## src/rtl/ivc_pkg.sv

```systemverilog
package ivc_pkg;
  typedef enum logic [1:0] {
    REG_ENABLE = 2'd0,
    REG_FLAGS  = 2'd1,
    REG_THRESH = 2'd2,
    REG_SPARE  = 2'd3
  } reg_sel_e;
endpackage

```

## src/rtl/ivc_flag_bank.sv

```systemverilog
module ivc_flag_bank #(
  parameter int N_SRC = 32,
  parameter logic [N_SRC-1:0] SHARED_MASK = '0,
  localparam int IDX_W = $clog2(N_SRC)
) (
  input  logic             clk,
  input  logic             rst_n,
  input  logic [N_SRC-1:0] src_req_i,
  input  logic [N_SRC-1:0] w1c_i,
  input  logic             ack_fire_i,
  input  logic [IDX_W-1:0] ack_idx_i,
  output logic [N_SRC-1:0] flag_o
);
  logic [N_SRC-1:0] flag_q, flag_d, ack_clr;
  logic             flag_en;

  for (genvar i = 0; i < N_SRC; i++) begin : g_clr
    if (SHARED_MASK[i]) begin : g_shared
      assign ack_clr[i] = 1'b0;
    end else begin : g_single
      assign ack_clr[i] = ack_fire_i && (ack_idx_i == IDX_W'(i));
    end
  end

  always_comb begin
    flag_en = |(src_req_i | ack_clr | w1c_i);
    flag_d  = (flag_q & ~(ack_clr | w1c_i)) | src_req_i;
  end

  always_ff @(posedge clk or negedge rst_n) begin
    if (!rst_n)       flag_q <= '0;
    else if (flag_en) flag_q <= flag_d;
  end

  assign flag_o = flag_q;

  assert_req_latched_R1: assert property (@(posedge clk) disable iff (!rst_n)
    (|src_req_i) |=> ((flag_q & $past(src_req_i)) == $past(src_req_i)));

  assert_single_autoclr_R9: assert property (@(posedge clk) disable iff (!rst_n)
    (ack_fire_i && !SHARED_MASK[ack_idx_i] && !src_req_i[ack_idx_i])
      |=> !flag_q[$past(ack_idx_i)]);

  assert_shared_kept_R9: assert property (@(posedge clk) disable iff (!rst_n)
    (ack_fire_i && SHARED_MASK[ack_idx_i] && flag_q[ack_idx_i] && !w1c_i[ack_idx_i])
      |=> flag_q[$past(ack_idx_i)]);
endmodule

```

## src/rtl/ivc_regs.sv

```systemverilog
module ivc_regs
  import ivc_pkg::*;
#(
  parameter int N_SRC = 32,
  parameter int BUS_W = 32,
  localparam int THR_W = $clog2(N_SRC + 1)
) (
  input  logic             clk,
  input  logic             rst_n,
  input  logic             we_i,
  input  logic [1:0]       addr_i,
  input  logic [BUS_W-1:0] wdata_i,
  input  logic [N_SRC-1:0] flag_i,
  output logic [N_SRC-1:0] en_o,
  output logic [THR_W-1:0] thr_o,
  output logic [N_SRC-1:0] w1c_o,
  output logic [BUS_W-1:0] rdata_o
);
  reg_sel_e         sel;
  logic [N_SRC-1:0] en_q;
  logic [THR_W-1:0] thr_q;
  logic             en_load, thr_load;

  always_comb begin
    sel      = reg_sel_e'(addr_i);
    en_load  = we_i && (sel == REG_ENABLE);
    thr_load = we_i && (sel == REG_THRESH);
    w1c_o    = (we_i && (sel == REG_FLAGS)) ? wdata_i[N_SRC-1:0] : '0;
  end

  always_ff @(posedge clk or negedge rst_n) begin
    if (!rst_n)       en_q <= '0;
    else if (en_load) en_q <= wdata_i[N_SRC-1:0];
  end

  always_ff @(posedge clk or negedge rst_n) begin
    if (!rst_n)        thr_q <= '0;
    else if (thr_load) thr_q <= wdata_i[THR_W-1:0];
  end

  always_comb begin
    unique case (sel)
      REG_ENABLE: rdata_o = BUS_W'(en_q);
      REG_FLAGS:  rdata_o = BUS_W'(flag_i);
      REG_THRESH: rdata_o = BUS_W'(thr_q);
      default:    rdata_o = '0;
    endcase
  end

  assign en_o  = en_q;
  assign thr_o = thr_q;

  assert_thr_write_R10: assert property (@(posedge clk) disable iff (!rst_n)
    thr_load |=> (thr_o == $past(wdata_i[THR_W-1:0])));
endmodule

```

## src/rtl/ivc_select.sv

```systemverilog
module ivc_select #(
  parameter int N_SRC = 32,
  localparam int IDX_W = $clog2(N_SRC),
  localparam int THR_W = $clog2(N_SRC + 1),
  localparam int NMI_IDX = N_SRC - 1
) (
  input  logic             gie_i,
  input  logic [N_SRC-1:0] en_i,
  input  logic [THR_W-1:0] thr_i,
  input  logic [N_SRC-1:0] flag_i,
  output logic [N_SRC-1:0] elig_o,
  output logic             any_o,
  output logic [IDX_W-1:0] win_o
);
  for (genvar i = 0; i < N_SRC; i++) begin : g_elig
    if (i == NMI_IDX) begin : g_nmi
      assign elig_o[i] = flag_i[i];
    end else begin : g_mask
      assign elig_o[i] = flag_i[i] && gie_i && en_i[i] && (32'(i + 1) > 32'(thr_i));
    end
  end

  always_comb begin
    win_o = '0;
    for (int i = 0; i < N_SRC; i++) begin
      if (elig_o[i]) win_o = IDX_W'(i);
    end
    any_o = |elig_o;
  end
endmodule

```

## src/rtl/ivc_handshake.sv

```systemverilog
module ivc_handshake #(
  parameter int N_SRC = 32,
  parameter int ADDR_W = 16,
  parameter logic [ADDR_W-1:0] VEC_BASE = 16'hFFC0,
  localparam int IDX_W = $clog2(N_SRC)
) (
  input  logic              clk,
  input  logic              rst_n,
  input  logic              any_i,
  input  logic [IDX_W-1:0]  win_i,
  input  logic [N_SRC-1:0]  elig_i,
  input  logic              ack_i,
  output logic              irq_o,
  output logic [IDX_W-1:0]  idx_o,
  output logic [ADDR_W-1:0] vec_o,
  output logic              ack_fire_o
);
  logic              irq_q, irq_d, sel_load;
  logic [IDX_W-1:0]  idx_q;
  logic [ADDR_W-1:0] vec_q, vec_d;

  always_comb begin
    ack_fire_o = irq_q && ack_i;
    sel_load   = !irq_q && any_i;
    irq_d      = irq_q ? !ack_i : any_i;
    vec_d      = VEC_BASE + ADDR_W'({win_i, 1'b0});
  end

  always_ff @(posedge clk or negedge rst_n) begin
    if (!rst_n) irq_q <= 1'b0;
    else        irq_q <= irq_d;
  end

  always_ff @(posedge clk or negedge rst_n) begin
    if (!rst_n) begin
      idx_q <= '0;
      vec_q <= VEC_BASE;
    end else if (sel_load) begin
      idx_q <= win_i;
      vec_q <= vec_d;
    end
  end

  assign irq_o = irq_q;
  assign idx_o = idx_q;
  assign vec_o = vec_q;

  assert_hold_until_ack_R8: assert property (@(posedge clk) disable iff (!rst_n)
    (irq_o && !ack_i) |=> (irq_o && $stable(vec_o) && $stable(idx_o)));

  assert_drop_after_ack_R8: assert property (@(posedge clk) disable iff (!rst_n)
    (irq_o && ack_i) |=> !irq_o);

  assert_highest_wins_R5: assert property (@(posedge clk) disable iff (!rst_n)
    $rose(irq_o) |-> ((($past(elig_i) >> idx_o) >> 1) == '0));
endmodule

```

## src/rtl/irq_vector_ctrl.sv

```systemverilog
module irq_vector_ctrl #(
  parameter int N_SRC = 32,
  parameter int BUS_W = 32,
  parameter int ADDR_W = 16,
  parameter logic [ADDR_W-1:0] VEC_BASE = 16'hFFC0,
  parameter logic [N_SRC-1:0] SHARED_MASK = 32'h0000_0030,
  localparam int IDX_W = $clog2(N_SRC),
  localparam int THR_W = $clog2(N_SRC + 1),
  localparam int NMI_IDX = N_SRC - 1
) (
  input  logic              clk,
  input  logic              rst_n,
  input  logic [N_SRC-1:0]  src_req_i,
  input  logic              gie_i,
  input  logic              reg_we_i,
  input  logic [1:0]        reg_addr_i,
  input  logic [BUS_W-1:0]  reg_wdata_i,
  output logic [BUS_W-1:0]  reg_rdata_o,
  input  logic              irq_ack_i,
  output logic              irq_o,
  output logic [ADDR_W-1:0] irq_vec_o
);
  logic             rst_meta_n, rst_sync_n;
  logic [N_SRC-1:0] flag_q, en_q, w1c, elig;
  logic [THR_W-1:0] thr_q;
  logic             any_elig, ack_fire;
  logic [IDX_W-1:0] win_idx, sel_idx;

  always_ff @(posedge clk or negedge rst_n) begin
    if (!rst_n) begin
      rst_meta_n <= 1'b0;
      rst_sync_n <= 1'b0;
    end else begin
      rst_meta_n <= 1'b1;
      rst_sync_n <= rst_meta_n;
    end
  end

  ivc_regs #(.N_SRC(N_SRC), .BUS_W(BUS_W)) u_regs (
    .clk(clk), .rst_n(rst_sync_n), .we_i(reg_we_i), .addr_i(reg_addr_i),
    .wdata_i(reg_wdata_i), .flag_i(flag_q), .en_o(en_q), .thr_o(thr_q),
    .w1c_o(w1c), .rdata_o(reg_rdata_o)
  );

  ivc_flag_bank #(.N_SRC(N_SRC), .SHARED_MASK(SHARED_MASK)) u_flags (
    .clk(clk), .rst_n(rst_sync_n), .src_req_i(src_req_i), .w1c_i(w1c),
    .ack_fire_i(ack_fire), .ack_idx_i(sel_idx), .flag_o(flag_q)
  );

  ivc_select #(.N_SRC(N_SRC)) u_sel (
    .gie_i(gie_i), .en_i(en_q), .thr_i(thr_q), .flag_i(flag_q),
    .elig_o(elig), .any_o(any_elig), .win_o(win_idx)
  );

  ivc_handshake #(.N_SRC(N_SRC), .ADDR_W(ADDR_W), .VEC_BASE(VEC_BASE)) u_hs (
    .clk(clk), .rst_n(rst_sync_n), .any_i(any_elig), .win_i(win_idx),
    .elig_i(elig), .ack_i(irq_ack_i), .irq_o(irq_o), .idx_o(sel_idx),
    .vec_o(irq_vec_o), .ack_fire_o(ack_fire)
  );

  assert_maskable_gated_R2: assert property (@(posedge clk) disable iff (!rst_sync_n)
    ($rose(irq_o) && (sel_idx != IDX_W'(NMI_IDX)))
      |-> ($past(gie_i) && (($past(en_q) & (N_SRC'(1) << sel_idx)) != '0)));

  assert_threshold_R6: assert property (@(posedge clk) disable iff (!rst_sync_n)
    ($rose(irq_o) && (sel_idx != IDX_W'(NMI_IDX)))
      |-> ((32'(sel_idx) + 1) > 32'($past(thr_q))));

  assert_nmi_unmasked_R4: assert property (@(posedge clk) disable iff (!rst_sync_n)
    (flag_q[NMI_IDX] && !irq_o) |=> irq_o);

  assert_rise_from_pending_R3: assert property (@(posedge clk) disable iff (!rst_sync_n)
    $rose(irq_o) |-> (($past(flag_q) & (N_SRC'(1) << sel_idx)) != '0));
endmodule

```

## config.mk

```make
export PLATFORM = sky130hd
export DESIGN_NAME = irq_vector_ctrl
export DESIGN_NICKNAME = d
export VERILOG_FILES = /design/src/rtl/ivc_pkg.sv /design/src/rtl/ivc_flag_bank.sv /design/src/rtl/ivc_regs.sv /design/src/rtl/ivc_select.sv /design/src/rtl/ivc_handshake.sv /design/src/rtl/irq_vector_ctrl.sv
export SDC_FILE = /design/constraint.sdc
export NUM_CORES = 1
export LEC_CHECK = 0
export ABC_AREA = 1
export BUFFER_PORTS_ARGS = -buffer_cell sky130_fd_sc_hd__buf_2
export CORE_MARGIN = 2
export CORE_UTILIZATION = 57
export CTS_CLUSTER_SIZE = 30
export DETAILED_ROUTE_END_ITERATION = 8
export GPL_ROUTABILITY_DRIVEN = 0
export PLACE_DENSITY = 0.85
export SLEW_MARGIN = 5
export SYNTH_ARGS = -nofsm -noshare
export SYNTH_HDL_FRONTEND = slang
export SYNTH_SLANG_ARGS = --single-unit
```

## constraint.sdc

```tcl
create_clock -name clk -period 4.1 [get_ports clk]
set_input_delay 0.41 -clock clk [delete_from_list [all_inputs] [get_ports clk]]
set_output_delay 0.41 -clock clk [all_outputs]
set_load 0.01 [all_outputs]
```

==> flow_summary.toml <==
[layout]
area_growth_pct = 16.88
multi_input_area_sq_mm = 0.002021
post_route_cells_drive_above_1_share_pct = 18.38
seq_area_sq_mm = 0.001953
design_area_sq_mm = 0.005320
fin_util_pct = 68.85
fillers = 650
antenna_cells = 0
fin_nets = 795

[synthesis]
ys_warn_count = 0
synth_cells = 624
avgSynthCellArea_sq_um = 7.295
synth.distinct_cells = 34
syn_area_sq_mm = 0.004552
synth_top_flop_cell = "dfrtp_1"
ys_seq_area_share_pct = 42.88
synth_edf_count = 0
async_reset_ff_share_pct = 100.0
synth_seq_cells = 78

[placed_design]
port_buffers = 108
hpwl_mm = 10.11
place_area_sq_mm = 0.005096

[clock_tree]
cts_made_buffers = 9
htreeDepth = 3
clock_path_buffers = 2
clk_pin_slew_ns = 0.09
cts_root_buffer = "clkbuf_8"
tritoncts = "yes"
cts_setup_buffers = 0
insertion_delay_ns = 0.36
cts.sinks = 78

[global_route]
grt_usage_pct = 32.68
overflow = 0
grt_pass1_wl_mm = 22.10
grt_max_degree = 65
antenna_found_initial = 0
grt_pass1_vias = 4539

[floorplanning]
core_sq_mm = 0.007727
die-area_sq_mm = 0.008716
start_util_pct = 58.91
rows = 32
die_y_microns = 93.36
die_x_microns = 93.36
io-pin-count = 120

[setup_path]
timing.rr.end = "u_hs.vec_o[1]$_DFFE_PN0P_"
r2r_start = "u_regs.thr_o[5]$_DFFE_PN0P_"
rrSetupSlack_ns = 1.31
crit_fanout = 10
crit_required_ns = 4.36
endpoint_kind = "register"
slowest_stage = "dfrtp_1"
crit_type = "reg -> reg"
r2r_cells = 32
cp.depth = 32
worst_ep_arrival_time_ns = 3.05
start_kind = "register"
cp_common_cell = "nand2_1"
crit_family = "simple AND/OR/NAND/NOR gates"
max_stage_delay_ns = 0.52
cp.buffers_inverters = 0

[pwr]
switching_share_pct = 37.88
p_comb_share_pct = 30.9
power.density_mw_per_mm2 = 442.2
p_seq_share_pct = 42.4
pwr-share-clk_pct = 26.7
p_sw_mw = 0.8912
ir_worst_vdd_uv = 285.2
fin_total_pwr_mw = 2.353
p_int_mw = 1.461
power_leakage_nw = 2.968

[sta]
worst-slew-pin-transition_ns = 1.027
hold_viol = 0
slew_violations = 0
finalSetupViolations = 0
timing.fmax_ghz = 0.3580
tns_ns = 0
min_period_ns = 2.793
grt_setup_unrepaired = "false"
final.period_utilization_pct = 68.13
skew_ns = 0.01136
maxSlewHeadroom_pct = 31.54

[route]
drt_iter0_drc = 698
first_pass_iters = 8
routed_wl_mm = 13.64
drc = 0
detail_route.vias_per_cell = 5.727
vias = 4759
drtAntennaViolNets = 0
wl_per_cell_microns = 16.41

[min_path]
hold_path_end = "u_flags.flag_o[28]$_DFFE_PN0P_"
min_from = "src_req_i[28]"
hp-class = "in -> reg"
hold_depth = 2

[run]
maxCapViolCount = 0

[outcome]
status = "completed"
==> synth_stat cells (all sizes together), types with 11 or more instances <==
cell type / instances / share of area [%]
nand4: 17 / 2.3
clkbuf: 17 / 1.4
o22ai: 33 / 4.5
o21bai: 27 / 4.5
nand2: 160 / 13
inv: 112 / 9.2
buf: 17 / 2.8
nor2: 41 / 3.6
o21ai: 64 / 7.0
nand3: 11 / 1.3
dfrtp: 78 / 43
==> metrics by stage <==
| step | instances | setup WS (ns) | hold slack (ns) |
|---|---|---|---|
| 6_report | 831 | 1.307 | 0.2380 |
| 4_1_cts | 831 | 1.377 | 0.2364 |
| 3_3_place_gp | 814 | 1.390 | 0.1951 |
| 5_1_grt | 831 | 0.9003 | 0.2305 |
| 3_5_place_dp | 814 | 1.341 | 0.1957 |
| 2_1_floorplan | 634 | 1.767 | 0.1144 |
==> power by group through the flow <==
stage                     Clock [mW]  Sequential (mW)  Combinational (mW)
final                          0.628            0.998               0.727
after global routing           0.679             1.01               0.812
after CTS                      0.634            0.992               0.718
after detailed placement           0             1.01               0.709
after global placement             0             1.00               0.694
after floorplan                    0            0.977               0.493
==> worst max-delay path by stage <==
stage / from / endpoint / slack, ns
after CTS: u_regs.thr_o[5]$_DFFE_PN0P_ / u_hs.vec_o[1]$_DFFE_PN0P_ / 1.38
after floorplan: rst_sync_n$_DFF_PN0_ / u_flags.flag_o[0]$_DFFE_PN0P_ / 1.77
after global placement: reg_addr_i[1] / reg_rdata_o[19] / 1.39
final: u_regs.thr_o[5]$_DFFE_PN0P_ / u_hs.vec_o[1]$_DFFE_PN0P_ / 1.31
after detailed placement: gie_i / u_hs.vec_o[1]$_DFFE_PN0P_ / 1.34
after global routing: u_regs.thr_o[5]$_DFFE_PN0P_ / u_hs.vec_o[1]$_DFFE_PN0P_ / 0.90
==> cell usage in the layout, fill, tap and decap left out, types with 2 or more instances in the layout <==
| cell | n |
|---|---|
| a21oi_1 | 5 |
| a22o_1 | 5 |
| a31oi_1 | 2 |
| buf_2 | 108 |
| buf_4 | 4 |
| bufinv_16 | 2 |
| clkbuf_8 | 9 |
| clkinv_2 | 2 |
| conb_1 | 12 |
| dfrtp_1 | 77 |
| inv_1 | 111 |
| nand2_1 | 159 |
| nand3_1 | 10 |
| nand4_1 | 17 |
| nor2_1 | 39 |
| nor3_1 | 5 |
| nor4_1 | 9 |
| o211ai_1 | 2 |
| o21ai_0 | 64 |
| o21bai_1 | 27 |
| o221ai_1 | 9 |
| o22ai_1 | 33 |
==> layout make-up <==
type	count	area share, %
timing repair buffer	113	10.91
tap	102	2.399
clock buffer	10	2.399
clock inverter	6	1.623
multi-input combinational	409	37.98
sequential	78	36.71
inverter	113	7.973
==> state kept, by name, summed over array words and instances (netlist names) <==
signal / count
u_hs.irq_o: 1
u_flags.flag_o: 32
u_regs.en_o: 32
u_hs.vec_o: 5
rst_sync_n: 1
u_regs.thr_o: 6
rst_meta_n: 1
==> kinds of logic after synthesis <==
logic type | Yosys count | share of synthesized area (%)
compound gates | 152 | 20.81
flops | 78 | 42.88
simple gates | 245 | 22.59
other cells | 2 | 0.1650
buf+inv | 147 | 13.55
==> layer usage <==
layer / track usage [%] / part of all wire [%]
met5: 0 / 0
met4: 13.48 / 2.9
met3: 6.688 / 11
met2: 51.02 / 46
met1: 44.59 / 40
==> what timing repair did <==
action / 4_1_cts / 5_1_grt
endpoints found under the hold margin: 2 / 0
hold buffers: 1 / 0
resized for setup: 0 / 0
No activity file was read; power rests on OpenSTA's default activity.
